--- config.mk ---
export PLATFORM = sky130hd
export DESIGN_NAME = privwin_decode
export DESIGN_NICKNAME = d
export VERILOG_FILES = /design/src/rtl/privwin_decode.sv
export SDC_FILE = /design/constraint.sdc
export NUM_CORES = 1
export LEC_CHECK = 0
export ABC_CLOCK_PERIOD_IN_PS = 1900
export BUFFER_PORTS_ARGS = -buffer_cell sky130_fd_sc_hd__clkbuf_2
export CAP_MARGIN = 20
export CORE_ASPECT_RATIO = 0.8
export CORE_MARGIN = 1.5
export CORE_UTILIZATION = 31
export DETAILED_ROUTE_END_ITERATION = 8
export PLACE_DENSITY_LB_ADDON = 0.2
export REMOVE_ABC_BUFFERS = 1
export SLEW_MARGIN = 20
export SYNTH_ARGS = -nofsm -noshare
export SYNTH_HDL_FRONTEND = slang
export SYNTH_SLANG_ARGS = --single-unit
export TNS_END_PERCENT = 100
--- constraint.sdc ---
create_clock -name clk -period 1.9 [get_ports clk]
set_input_delay 0.38 -clock clk [delete_from_list [all_inputs] [get_ports clk]]
set_output_delay 0.38 -clock clk [all_outputs]
set_load 0.005 [all_outputs]
--- src/rtl/privwin_decode.sv ---
module privwin_decode #(
  parameter int NCORE = 2
) (
  input  logic             clk,
  input  logic             rst,
  input  logic             req_valid,
  input  logic             req_wr,
  input  logic [12:0]      req_addr,
  input  logic [31:0]      req_wdata,
  output logic [31:0]      rsp_rdata,
  output logic             rsp_ready,
  output logic             sel_cif_cur,
  output logic [NCORE-1:0] sel_cif_core,
  output logic             sel_tmr_cur,
  output logic [NCORE-1:0] sel_tmr_core,
  output logic             sel_wdg_cur,
  output logic [NCORE-1:0] sel_wdg_core,
  output logic             sel_dist,
  output logic [11:0]      loc_addr
);
  localparam logic [31:0] CFG_WORD = 32'((((1 << NCORE) - 1) << 4) | (NCORE - 1));
  localparam logic [5:0]  W_CTL = 6'd0, W_CFG = 6'd1, W_ERR = 6'd4;

  logic       ctl_q, err_q;
  wire  [4:0] page = req_addr[12:8];
  wire  [7:0] pofs = req_addr[7:0];
  wire  [5:0] word = req_addr[7:2];
  wire        unused_ok = ^{req_wdata[31:1], req_addr[1:0]};

  assign sel_cif_cur = req_valid && page == 5'd1;
  assign sel_tmr_cur = req_valid && page == 5'd6 && pofs[7:5] == 3'd0;
  assign sel_wdg_cur = req_valid && page == 5'd6 && pofs[7:5] == 3'd1;
  assign sel_dist    = req_valid && req_addr[12];

  for (genvar k = 0; k < NCORE; k++) begin : g_core
    assign sel_cif_core[k] = req_valid && page == 5'(2 + k);
    assign sel_tmr_core[k] = req_valid && page == 5'(7 + k) && pofs[7:5] == 3'd0;
    assign sel_wdg_core[k] = req_valid && page == 5'(7 + k) && pofs[7:5] == 3'd1;
  end

  wire any_cif = sel_cif_cur || (|sel_cif_core);
  wire any_tw  = sel_tmr_cur || sel_wdg_cur || (|sel_tmr_core) || (|sel_wdg_core);
  wire loc_acc = req_valid && !(any_cif || any_tw || sel_dist);
  wire known   = page == 5'd0 && word <= W_ERR;
  wire undef   = loc_acc && !known;
  wire wr_reg  = loc_acc && known && req_wr;

  assign loc_addr = sel_dist ? req_addr[11:0] :
                    any_cif  ? {4'd0, pofs} :
                    any_tw   ? {7'd0, pofs[4:0]} : 12'd0;

  always_ff @(posedge clk) begin
    if (rst) begin
      ctl_q     <= 1'b0;
      err_q     <= 1'b0;
      rsp_ready <= 1'b0;
      rsp_rdata <= '0;
    end else begin
      rsp_ready <= loc_acc;
      rsp_rdata <= '0;
      if (loc_acc && known && !req_wr) begin
        case (word)
          W_CTL:   rsp_rdata <= {31'd0, ctl_q};
          W_CFG:   rsp_rdata <= CFG_WORD;
          W_ERR:   rsp_rdata <= {31'd0, err_q};
          default: rsp_rdata <= '0;
        endcase
      end
      if (wr_reg && word == W_CTL) ctl_q <= req_wdata[0];
      if (undef) err_q <= 1'b1;
      else if (wr_reg && word == W_ERR && req_wdata[0]) err_q <= 1'b0;
    end
  end
endmodule

## Word level (Yosys, flattened, before mapping)

Cells that the tools add are included.

| word-level totals | value |
|---|---|
| output and inout bits | 55 |
| register bits after elaboration | 35 |

| operators by class | value |
|---|---|
| mux-type cells | 6 |
| reductions and logical operators | 39 |
| $lt $le $gt $ge | 1 |
| eq/ne operators | 9 |
| bitwise logic cells | 1 |

Operators by type and width:

| kind | number |
|---|---|
| 1-bit logical AND | 22 |
| 6-bit case mux with 3 select lines | 1 |
| 12-bit two-way mux | 1 |
| 5-bit by 2-bit equality test with 1-bit output, second input constant | 2 |
| 5-bit by 3-bit equality test with 1-bit output, second input constant | 2 |
| 8-bit two-way mux | 1 |
| 2-bit OR reduction | 4 |
| 6-bit by 1-bit equality test with 1-bit output, second input constant | 1 |
| 6-bit by 3-bit equality test with 1-bit output, second input constant | 1 |
| 6-bit by 3-bit <= comparator with 1-bit output, second input constant | 1 |
| 6-bit logical NOT | 1 |
| 1-bit logical OR | 6 |
| 5-bit by 1-bit equality test with 1-bit output, second input constant | 1 |
| 5-bit by 4-bit equality test with 1-bit output, second input constant | 1 |
| 5-bit logical NOT | 1 |
| 5-bit two-way mux | 1 |
| 3-bit by 1-bit equality test with 1-bit output, second input constant | 1 |
| 1-bit logical NOT | 3 |
| 3-bit logical NOT | 1 |
| 1-bit two-way mux | 2 |
| 2-bit nonzero test | 1 |
| 1-bit NOT | 1 |

## Depth between registers and ports, before layout

| logic depth | value |
|---|---|
| word-level depth | 16 |
| depth in mapped cells | 5 |

## Worst setup path before layout

OpenSTA, ideal clock, no wires.

| timing path | value |
|---|---|
| kind | input to output |
| start point | in req_addr[10] |
| end point | out loc_addr[0] |
| arrival | 1.248 ns |
| buffers on the path | 1 |
| setup slack | 0.272 ns |
| stages on the path | 5 |
| required time | 1.520 ns |
| cell sequence | buf_2 nor4b_1 o21a_1 a21o_1 and2_1 |

| on the way | value |
|---|---|
| longest elaborated chain between the ends | 9 |
| elaborated cells between the ends (all ways) | 28 |
| classes of those cells | eq/ne (6); mux (3); reduce/logical (19) |

RTL lines:

| element | line | RTL |
|---|---|---|
| start, declared | 8 | `input logic [12:0] req_addr,` |
| 5-bit by 3-bit equality test with 1-bit output (tied with other cells) | 37, 38 |  |
| 1-bit logical AND, on equally long branches | - |  |
| 1-bit logical AND, on equally long branches | 37, 31, 32 |  |
| 2-bit OR reduction / 1-bit logical OR (equally long branches) | 42 | `wire any_tw = sel_tmr_cur \|\| sel_wdg_cur \|\| (\|sel_tmr_core) \|\| (\|sel_wdg_core);` |
| 1-bit logical OR (2 in series) | 42 |  |
| 5-bit two-way mux | 50 | `any_tw ? {7'd0, pofs[4:0]} : 12'd0;` |
| 8-bit two-way mux (*) | 49 | `any_cif ? {4'd0, pofs} :` |
| 12-bit two-way mux (*) | 48 | `assign loc_addr = sel_dist ? req_addr[11:0] :` |
| end, declared | 19 | `output logic [11:0] loc_addr` |

Mark *: on every way between the ends. The rest lies on a longest branch, timed or not.

## Worst setup path after layout

| timing path | value |
|---|---|
| start point | in req_addr[7] |
| end point | out sel_wdg_core[1] |

| on the way | value |
|---|---|
| longest elaborated chain between the ends | 2 |

RTL lines:

| element | line | RTL |
|---|---|---|
| 3-bit by 1-bit equality test with 1-bit output | 38 | `assign sel_wdg_core[k] = req_valid && page == 5'(7 + k) && pofs[7:5] == 3'd1;` |
| 1-bit logical AND | 38 |  |
| end, declared | 17 | `output logic [NCORE-1:0] sel_wdg_core,` |

No other way between the ends.

==> flow_metrics.tcl <==
set metrics [dict create \
    totalWireLength_um 1690 \
    netlist_instances 103 \
    critical_path.most_common_cell "sky130_fd_sc_hd__clkbuf_2" \
    criticalPathCategory "in2out" \
    highest_attainable_clock_frequency_ghz 0.543 \
    antennaDiodeCount 0 \
    chipHeight_um 47.9 \
    crit_slowest_cell "sky130_fd_sc_hd__nor4b_4" \
    layout_min_cycle_time_ps 1840 \
    cts-root-to-sink-buffers 2 \
    layout.nets 203 \
    topRoutingLayerUsed "met3" \
    critical-path-top-delay-family "simple AND/OR/NAND/NOR gates" \
    area_delta_synth_final_pct 27.5 \
    setup_ws_pre_cts_ps 50.9 \
    design.portCount 104 \
    synth.yosys.seq_area_share_pct 12.8 \
    timing.final.crit_share_pct 97.0 \
    cts-hold-fix-buffers 0 \
    max_cap_viol_count 0 \
    grt_setup_unrepaired "false" \
    via_count 788 \
    post-dp-hpwl_um 1460 \
    worst-r2r-cell-count 3 \
    power_leakage_nw 0.557 \
    filler_cell_count 267 \
    core.rowCount 16 \
    cts-buffers-inserted 3 \
    total_setup_violations_reported_at_the_end_of_the_flow 0 \
    grt_pass1_wl_um 2250 \
    met2RoutedLength_um 760 \
    timing.clock.skew_ps 0.875 \
    cp.arrival_ps 1460 \
    post_synth_num_cell_types 34 \
    yosys_warnings 0 \
    power.density_mw_per_mm2 361 \
    post_synth_main_area_contributors "sky130_fd_sc_hd__buf_4, sky130_fd_sc_hd__dfxtp_1, sky130_fd_sc_hd__and2_1, sky130_fd_sc_hd__nor2_1, sky130_fd_sc_hd__and3_1" \
    synth-adder-area-share_pct 0 \
    place.gp.congestion 0.769 \
    fp.dieArea_sq_mm 0.00283 \
    worst_reg_to_reg_setup_slack_ps 1190 \
    port-buffer-count 43 \
    cell_with_the_most_instances_after_synthesis "sky130_fd_sc_hd__buf_4" \
    drc_errors 0 \
    dr.first_iter.drc_count 15 \
    synth_area_sq_um 782 \
    final.setup.worst_slack_ps 56.7 \
    worst-endpoint-required_ps 1520 \
    routedLengthMet1_um 741 \
    grt_use_total_pct 10.6 \
    worst_r2r_end "rsp_rdata[0]$_SDFF_PP0_" \
    fin_tns_setup_ps 0 \
    placeableCoreArea_sq_mm 0.00242 \
    vias_per_cell 4.17 \
    antenna_violations_before_repair 0 \
    timing_max_transition_violations_final 0 \
    netlist_top_cells_count "sky130_fd_sc_hd__buf_4, sky130_fd_sc_hd__nor2_1, sky130_fd_sc_hd__and2_1" \
    final_area_sq_um 997 \
    clk-insertion-delay-late_ps 240 \
    reg2reg_from "ctl_q$_SDFFE_PP0P_" \
    cp_cell_sequence "clkbuf_2 > nor4b_4 > nand2b_1 > nor4_1 > clkbuf_2" \
    tritoncts "done" \
    setup.worst_path.end_class "output pin" \
    slowest_delay_ps 340 \
    status "finished, final reports clean" \
    share_of_layout_cells_above_drive_strength_1_pct 41.8 \
    grt_pass1_vias 530 \
    final-hold-violation-count 0 \
    asyncSetResetFlopFracSynth_pct 0 \
    crit_buf_inv 2 \
    vdd.ir_drop.worst_mv 0.214 \
    synthDominantCellAreaShare_pct 29.8 \
    synth_top_family_by_area "simple AND/OR/NAND/NOR gates" \
    place.detailed.instances 184 \
    post_synthesis_mux_area_share_pct 1.28 \
    avgRoutedWirePerCell_um 8.93 \
    fin_cells 189 \
    clock_tree.htree_level_count 1 \
    cp-start-kind "primary input" \
    edff_count_synth 0 \
    cts_sinks 5 \
    crit_path_start "req_addr[7]" \
    ys_seq_elements 5 \
    critical_path_peak_fanout 4 \
    synthFlopType "sky130_fd_sc_hd__dfxtp_1" \
    synth_compound_area_share_pct 7.36 \
    worst_hold_slack_ps 360 \
    die_w_um 59.2 \
    synth-simple-area-share_pct 44.2 \
    post_synth_xor_area_fraction_pct 0 \
    ctsRootBufferMaster "sky130_fd_sc_hd__clkbuf_4" \
    post_dp_cell_area_sq_um 957 \
    crit_cells 5 \
    worst_setup_path_endpoint "sel_wdg_core[1]" \
    routed-wl-met3_um 184 \
    drt.antenna.violating_nets 0 \
    clk_transition_reported_paths_ps 40 \
    pin_count_of_the_biggest_net_entering_global_routing 12 \
    worstHoldPathType "in2reg" \
    syn_area_cell_sq_um 7.59 \
    drtPass1Iterations 2 \
    synthDominantAreaCellType "sky130_fd_sc_hd__buf_4" \
    grt_overflow 0 \
    initial_utilization_pct 32.3 \
]
## routing by layer
layer / track usage (%) / vias up
met5: 0 / -
met4: 0 / 0
met3: 4.86 / 0
met2: 18.2 / 50
met1: 13.1 / 335
li1: - / 403
## repair_timing
| action | CTS | global route |
|---|---|---|
| resized for setup | 0 | 1 |
| buffers inserted | 0 | 1 |
| endpoints found under the setup margin | 0 | 5 |
## flip-flops by register name, summed over array words and instances (netlist names)
signal,count
ctl_q,1
rsp_rdata,2
err_q,1
rsp_ready,1
## final cells by class
type / instances / area, sq um / share of cell area (%)
clock buffer: 4 / 26.3 / 2.63
inverter: 2 / 7.51 / 0.753
multi-input combinational: 89 / 528 / 52.9
sequential: 5 / 100 / 10.0
tap: 36 / 45.0 / 4.52
timing repair buffer: 53 / 290 / 29.1
## logic make-up (layout without fill, tap and decap cells)
kind of cell	Yosys count	after routing
flip-flops	5	5
AO/OA/AOI/OAI	8	8
other	1	29
AND/OR/NAND/NOR	51	51
buffers and inverters	37	59
multiplexers	1	1
## power by group
| part | switching (mW) | internal (mW) | total (mW) |
|---|---|---|---|
| clock network | 0.0471 | 0.0796 | 0.127 |
| registers | 0.000941 | 0.108 | 0.109 |
| logic | 0.0711 | 0.0539 | 0.125 |
## cell usage in the layout, fill, tap and decap left out, types with 3 or more instances in the layout
cell and count:
sky130_fd_sc_hd__nand4_1 4, sky130_fd_sc_hd__nor4_1 4, sky130_fd_sc_hd__and3_1 5, sky130_fd_sc_hd__clkbuf_4 3, sky130_fd_sc_hd__conb_1 29, sky130_fd_sc_hd__nor2_1 9
sky130_fd_sc_hd__nand2_1 4, sky130_fd_sc_hd__buf_4 10, sky130_fd_sc_hd__clkbuf_2 43, sky130_fd_sc_hd__dfxtp_1 5, sky130_fd_sc_hd__and3_2 3, sky130_fd_sc_hd__and2_1 7
## worst min-delay path by stage
stage | startpoint | endpoint | slack, ps | depth (start not counted)
final | rst | ctl_q$_SDFFE_PP0P_ | 360 | 2
after floorplan | err_q$_SDFFE_PP0P_ | err_q$_SDFFE_PP0P_ | 450 | 2
after detailed placement | err_q$_SDFFE_PP0P_ | err_q$_SDFFE_PP0P_ | 470 | 2
after CTS | rst | ctl_q$_SDFFE_PP0P_ | 360 | 2
after global routing | rst | ctl_q$_SDFFE_PP0P_ | 370 | 2
after global placement | err_q$_SDFFE_PP0P_ | err_q$_SDFFE_PP0P_ | 470 | 2
## per-stage QoR
stage,util (%),total power [mW]
5_1_grt,41.2,0.388
3_5_place_dp,39.5,0.234
6_report,41.2,0.360
3_3_place_gp,39.5,0.233
2_1_floorplan,-,0.161
4_1_cts,40.6,0.363
Power figures use the tool's default switching activity.
